[src/rtl/sticky_nmi_pkg.sv]
package sticky_nmi_pkg;
  localparam int REG_W_DEF   = 16;
  localparam int NCAUSE_DEF  = 6;
  localparam int ADDR_W_DEF  = 2;
  localparam int ADDR_FLAG   = 0;
  localparam int ADDR_SHADOW = 1;
  localparam int ADDR_CLEAR  = 2;
  localparam int BIT_INT     = 0;
endpackage

[src/rtl/nmi_rst_sync.sv]
module nmi_rst_sync #(
  parameter int STAGES = 2
) (
  input  logic clk,
  input  logic rst_n_in,
  output logic rst_n_out
);
  logic [STAGES-1:0] sync_q;
  logic [STAGES-1:0] sync_d;

  always_comb begin
    sync_d = {sync_q[STAGES-2:0], 1'b1};
  end

  always_ff @(posedge clk or negedge rst_n_in) begin
    if (!rst_n_in) sync_q <= '0;
    else           sync_q <= sync_d;
  end

  assign rst_n_out = sync_q[STAGES-1];
endmodule

[src/rtl/nmi_cause_cell.sv]
module nmi_cause_cell (
  input  logic clk,
  input  logic rst_n,
  input  logic set_i,
  input  logic clr_i,
  output logic flag_o,
  output logic shadow_o
);
  logic flag_r, flag_d;
  logic shad_r, shad_d;
  logic en;

  always_comb begin
    en     = set_i | clr_i;
    flag_d = flag_r;
    shad_d = shad_r;
    if (clr_i) begin
      flag_d = 1'b0;
      shad_d = 1'b0;
    end
    if (set_i) begin
      flag_d = 1'b1;
      shad_d = 1'b1;
    end
  end

  always_ff @(posedge clk or negedge rst_n) begin
    if (!rst_n) begin
      flag_r <= 1'b0;
      shad_r <= 1'b0;
    end else if (en) begin
      flag_r <= flag_d;
      shad_r <= shad_d;
    end
  end

  assign flag_o   = flag_r;
  assign shadow_o = shad_r;
endmodule

[src/rtl/nmi_int_ctrl.sv]
module nmi_int_ctrl (
  input  logic clk,
  input  logic rst_n,
  input  logic pending_i,
  input  logic arriving_i,
  input  logic clr_i,
  output logic int_o,
  output logic int_shadow_o,
  output logic pulse_o
);
  logic int_r, int_d;
  logic ishd_r, ishd_d;
  logic pulse_r;
  logic set_now;
  logic en;

  always_comb begin
    set_now = !int_r && (pending_i || arriving_i);
    en      = set_now | clr_i;
    int_d   = int_r;
    ishd_d  = ishd_r;
    if (clr_i) begin
      int_d  = 1'b0;
      ishd_d = 1'b0;
    end
    if (set_now) begin
      int_d  = 1'b1;
      ishd_d = 1'b1;
    end
  end

  always_ff @(posedge clk or negedge rst_n) begin
    if (!rst_n) begin
      int_r  <= 1'b0;
      ishd_r <= 1'b0;
    end else if (en) begin
      int_r  <= int_d;
      ishd_r <= ishd_d;
    end
  end

  always_ff @(posedge clk or negedge rst_n) begin
    if (!rst_n) pulse_r <= 1'b0;
    else        pulse_r <= set_now;
  end

  assign int_o        = int_r;
  assign int_shadow_o = ishd_r;
  assign pulse_o      = pulse_r;
endmodule

[src/rtl/sticky_nmi_ctrl.sv]
module sticky_nmi_ctrl
  import sticky_nmi_pkg::*;
#(
  parameter int REG_W  = REG_W_DEF,
  parameter int NCAUSE = NCAUSE_DEF,
  parameter int ADDR_W = ADDR_W_DEF
) (
  input  logic              clk,
  input  logic              rst_n,
  input  logic [NCAUSE-1:0] cause_strb,
  input  logic              bus_wr,
  input  logic [ADDR_W-1:0] bus_addr,
  input  logic [REG_W-1:0]  bus_wdata,
  output logic [REG_W-1:0]  bus_rdata,
  output logic [REG_W-1:0]  flag_q,
  output logic [REG_W-1:0]  shadow_q,
  output logic              nmi_pulse
);
  localparam int USED_W = NCAUSE + 1;

  logic              rst_sync_n;
  logic              clr_sel;
  logic [NCAUSE:0]   clr_mask;
  logic [NCAUSE-1:0] cause_flag;
  logic [NCAUSE-1:0] cause_shadow;
  logic              int_flag;
  logic              int_shadow;
  logic              unused_wdata_hi;

  nmi_rst_sync #(.STAGES(2)) u_rst_sync (
    .clk       (clk),
    .rst_n_in  (rst_n),
    .rst_n_out (rst_sync_n)
  );

  assign clr_sel         = bus_wr && (bus_addr == ADDR_W'(ADDR_CLEAR));
  assign clr_mask        = clr_sel ? bus_wdata[NCAUSE:0] : '0;
  assign unused_wdata_hi = ^bus_wdata[REG_W-1:USED_W];

  for (genvar i = 0; i < NCAUSE; i++) begin : g_cause
    nmi_cause_cell u_cell (
      .clk      (clk),
      .rst_n    (rst_sync_n),
      .set_i    (cause_strb[i]),
      .clr_i    (clr_mask[i+1]),
      .flag_o   (cause_flag[i]),
      .shadow_o (cause_shadow[i])
    );
  end

  nmi_int_ctrl u_int (
    .clk          (clk),
    .rst_n        (rst_sync_n),
    .pending_i    (|cause_flag),
    .arriving_i   (|cause_strb),
    .clr_i        (clr_mask[BIT_INT]),
    .int_o        (int_flag),
    .int_shadow_o (int_shadow),
    .pulse_o      (nmi_pulse)
  );

  assign flag_q   = {{(REG_W-USED_W){1'b0}}, cause_flag, int_flag};
  assign shadow_q = {{(REG_W-USED_W){1'b0}}, cause_shadow, int_shadow};

  always_comb begin
    bus_rdata = '0;
    if (bus_addr == ADDR_W'(ADDR_FLAG))   bus_rdata = flag_q;
    if (bus_addr == ADDR_W'(ADDR_SHADOW)) bus_rdata = shadow_q;
  end
endmodule

[config.mk]
export PLATFORM = sky130hd
export DESIGN_NAME = sticky_nmi_ctrl
export DESIGN_NICKNAME = d
export VERILOG_FILES = /design/src/rtl/sticky_nmi_pkg.sv /design/src/rtl/nmi_rst_sync.sv /design/src/rtl/nmi_cause_cell.sv /design/src/rtl/nmi_int_ctrl.sv /design/src/rtl/sticky_nmi_ctrl.sv
export SDC_FILE = /design/constraint.sdc
export NUM_CORES = 1
export LEC_CHECK = 0
export BUFFER_PORTS_ARGS = -buffer_cell sky130_fd_sc_hd__clkbuf_2
export CAP_MARGIN = 20
export CORE_MARGIN = 3
export CORE_UTILIZATION = 38
export DETAILED_ROUTE_END_ITERATION = 10
export PLACE_DENSITY_LB_ADDON = 0.25
export SETUP_SLACK_MARGIN = 0.5
export SYNTH_ARGS = -nofsm -noshare
export SYNTH_HDL_FRONTEND = slang
export SYNTH_SLANG_ARGS = --single-unit
[constraint.sdc]
create_clock -name clk -period 1.8 [get_ports clk]
set_input_delay 0.27 -clock clk [delete_from_list [all_inputs] [get_ports clk]]
set_output_delay 0.27 -clock clk [all_outputs]
set_load 0.1 [all_outputs]
# After elaboration in Yosys (flattened, before gate mapping)

Cells that the tools add are included.

Bitwise operators: 7
Mux-type cells: 17
Reductions and logical operators: 21
Equal/unequal tests: 2

Operator list:

| kind                                           | count |
|---|---|
| 2-to-1 mux 16 bit                              | 1 |
| 2-to-1 mux 1 bit                               | 14 |
| 2-to-1 mux 7 bit                               | 2 |
| AND reduction 2 bit                            | 7 |
| nonzero test 2 bit                             | 7 |
| OR reduction 6 bit                             | 2 |
| OR 1 bit                                       | 7 |
| == test 2 x 1 -> 1 bit (second input constant) | 1 |
| == test 2 bit (second input constant)          | 1 |
| logical AND 1 bit                              | 2 |
| zero test 2 bit                                | 1 |
| zero test 1 bit                                | 1 |
| logical OR 1 bit                               | 1 |

Register bits after elaboration: 10
Bits of input ports: 27
Logic and storage cells: 56
Output and inout port bits: 49

# Longest topological paths before layout

Depth in word-level cells: 5
Depth in mapped cells: 4
Mapped depth without buffers: 3

# Modules after synthesis

Synthesis repeated with hierarchy kept, for this count alone.

Cell total of the unflattened synthesis: 94
Area total of the unflattened synthesis: 812.0 µm²

Modules (own cells, without submodules):

| module          | seq. area each (µm²) | cells an instance | instances | area each (µm²) |
|---|---|---|---|---|
| sticky_nmi_ctrl | 0.0                  | 60                | 1         | 415.4 |
| nmi_cause_cell  | 25.0                 | 4                 | 6         | 43.8 |
| nmi_int_ctrl    | 50.0                 | 7                 | 1         | 80.1 |
| nmi_rst_sync    | 50.0                 | 3                 | 1         | 53.8 |

# Worst setup path after synthesis

Ideal clock, no wire load.

Path type: register to output
From: register u_int.pulse_r (netlist: u_int.pulse_o)
To: output port nmi_pulse
Data required time: 1.530 ns
Stages on the path, launching flop included: 1
Arrival: 0.883 ns
Path slack: 0.647 ns
Path buffers: 0
Cells stage by stage: dfrtp_1

RTL lines:

| what                   | RTL line              | text |
|---|---|---|
| start, declared        | nmi_int_ctrl.sv:13    | `logic pulse_r;` |
| start signal, assigned | nmi_int_ctrl.sv:44    | `else pulse_r <= set_now;` |
| end, declared          | sticky_nmi_ctrl.sv:17 | `output logic nmi_pulse` |

No word-level cell between the ends.

# Worst setup path after layout

From: register g_cause[3].u_cell.flag_r
To: output port bus_rdata[4]

Longest elaborated chain between the ends: 2

RTL lines:

| what                   | RTL line              | text |
|---|---|---|
| start, declared        | nmi_cause_cell.sv:9   | `logic flag_r, flag_d;` |
| start signal, assigned | nmi_cause_cell.sv:32  | `flag_r <= flag_d;` |
| 2-to-1 mux 7 bit       | sticky_nmi_ctrl.sv:67 | `if (bus_addr == ADDR_W'(ADDR_FLAG)) bus_rdata = flag_q;` |
| 2-to-1 mux 16 bit (*)  | sticky_nmi_ctrl.sv:68 | `if (bus_addr == ADDR_W'(ADDR_SHADOW)) bus_rdata = shadow_q;` |
| end, declared          | sticky_nmi_ctrl.sv:14 | `output logic [REG_W-1:0] bus_rdata,` |

Mark *: on every way between the ends. The rest lies on a longest branch, timed or not.

==> flow_summary.toml <==
[finish]
final_cell_area_sq_um = 1080
synthToLayoutAreaGrowth_pct = 39.8
nNetsFinal = 146
antenna_cells = 0
drive_gt1_frac = 0.525

[floorplan]
coreArea_sq_um = 1820
start_util = 0.426
die_y_microns = 51.2
io-pin-count = 76
die-area_sq_um = 2620
rows = 15
die_w_microns = 51.2

[clock_tree]
cts_htree_levels = 1
clk_path_buf_depth = 2
clock_sinks = 10
root_buffer = "clkbuf_4"
cts_made_buffers = 3
clk_latency_ns = 0.26
cts_tree = "done"
clkTransAtPathRegs_ns = 0.06

[synth]
syn-instance-count = 81
synthAdderAreaFrac = 0
synth_compound_area_frac = 0.0758
muxShareOfSynthArea = 0
synth-seq-area-share = 0.323
syn-cell-area_sq_um = 776
ys_ff_latch = 10
synth-xor-area-share = 0
synth-simple-area-share = 0.181
ys_warn_count = 0
synth_top_family_by_area = "buffers and inverters"
synth.distinct_cells = 12
avgSynthCellArea_sq_um = 9.58

[global_routing]
grt_pass1_wl_mm = 2.01
antenna_found_initial = 0
overflow = 0
grt_pass1_vias = 462
grtUsageTotal = 0.102
grt_max_degree = 9

[hold_path]
worst_hold_path_type = "reg -> async"

[routing]
drc = 0
viasPerCell = 3.76
drt-total-wl_mm = 1.44
antenna_left = 0
wl_met1_microns = 526
met2_wirelength_microns = 756
firstDrtPassIters = 2
routed.top_layer = "met3"
wl_met3_microns = 155
drtIter0Drc = 2
wl_per_cell_microns = 10.1
num_vias = 537

[setup_path]
endpoint_kind = "output port"
cp.required_ns = 1.53
ff2ff_path_depth = 4
crit_fanout = 5
critPathKind = "reg -> out"
start_kind = "register"
worstPathArrival_ns = 1.10

[power]
peakVddDrop_v = 0.000469
power_density_nw_per_um2 = 899
p_leak_uw = 0.000550

[timing]
period_share = 0.761
max_freq_mhz = 730
clock_skew_ns = 0.000881
hold_violations = 0
rsz0062_at_grt = "true"
setup_viol = 0
finalCriticalPeriod_ns = 1.37
fin_setup_tns_ns = 0
slew_violations = 0

[placed_design]
finalWeightedCongestion = 0.764
io_buffers = 39
placed_area_sq_um = 781
place_hpwl_mm = 1.15

[job]
drv_cap = 0

[outcome]
status = "complete, no violations"
state kept, by name, summed over array words and instances (netlist names):
register / count
g_cause.u_cell.flag_o: 5
u_rst_sync.sync_q: 2
g_cause.u_cell.shadow_o: 1
u_int.int_shadow_o: 1
u_int.pulse_o: 1
cells in the mapped netlist:
cell / number / area [sq um]
o21a_1: 1 / 7.51
and3b_1: 1 / 8.76
nor4_2: 3 / 37.5
and2b_2: 7 / 61.3
buf_4: 41 / 308
conb_1: 2 / 7.51
nand3_1: 2 / 10.0
buf_6: 1 / 11.3
dfrtp_1: 10 / 250
a21o_1: 6 / 45.0
nand2_1: 6 / 22.5
a31oi_1: 1 / 6.26
area by class of cell:
cell class	instances	area, sq um
Clock buffer	4	36.3
Fill cell	165	736
Multi-Input combinational cell	55	313
Sequential cell	10	250
Tap cell	25	31.3
Timing Repair Buffer	49	454
timing repair:
action	in CTS	in global routing
pin swaps	0	1
resized for setup	36	11
endpoints found under the setup margin	22	20
hold endpoints to repair	2	0
buffers inserted	7	2
hold buffers	1	0
where the power goes:
| group | switching, uW | internal [uW] | leakage [uW] |
|---|---|---|---|
| Combinational | 442 | 96.9 | 0.000429 |
| Clock | 72.1 | 123 | 0.0000210 |
| Sequential | 9.58 | 233 | 0.000101 |
layer usage:
metal	global-route usage	up-vias
met4	0.0404	0
met1	0.117	239
met2	0.178	34
li1	-	264
met5	0	-
met3	0.0262	0
logic make-up (layout without fill, tap and decap cells):
family                 count (synthesis)  count (layout)
flip-flops                            10              10
AND/OR/NAND/NOR                       19              19
buffers and inverters                 42              53
AO/OA/AOI/OAI                          8               8
other                                  2              28
critical path, cell delays in order, from the launching register on:
cell and delay, ns:
dfrtp_1 0.42, and2b_2 0.23, clkbuf_16 0.19
metrics by stage:
step	utilization	cells	worst slack, ns	total power, uW	hold WS, ns
2_1_floorplan	-	107	0.647	734	-0.0256
3_3_place_gp	0.429	129	0.444	719	0.0581
3_5_place_dp	0.429	129	0.440	720	0.0600
4_1_cts	0.581	141	0.410	979	0.144
5_1_grt	0.596	143	0.371	1010	0.163
6_report	0.596	143	0.430	975	0.127
path summary, 6_finish.rpt:
kind                            slack (ns)                startpoint                          to
min in group clk                      0.22             cause_strb[5]  g_cause[5].u_cell.shadow_o
worst max-delay path                  0.43  g_cause[3].u_cell.flag_o                bus_rdata[4]
worst min-delay path                  0.13      u_rst_sync.sync_q[1]    g_cause[2].u_cell.flag_o
worst min register to register        0.13      u_rst_sync.sync_q[1]    g_cause[2].u_cell.flag_o
max in group asynchronous             1.37                     rst_n        u_rst_sync.sync_q[1]
worst max register to register        0.57  g_cause[0].u_cell.flag_o          u_int.int_shadow_o
placed cells by master, fill, tap and decap left out, drive strengths merged:
cell and instances:
clkbuf 34, conb 28, buf 18, dfrtp 10
and2b 7, nand2 6, a21o 6, nor4 3
nand3 2, a31oi 1, and3b 1, o21a 1
dlygate4sd3 1
(Power assumes the default switching activity.)
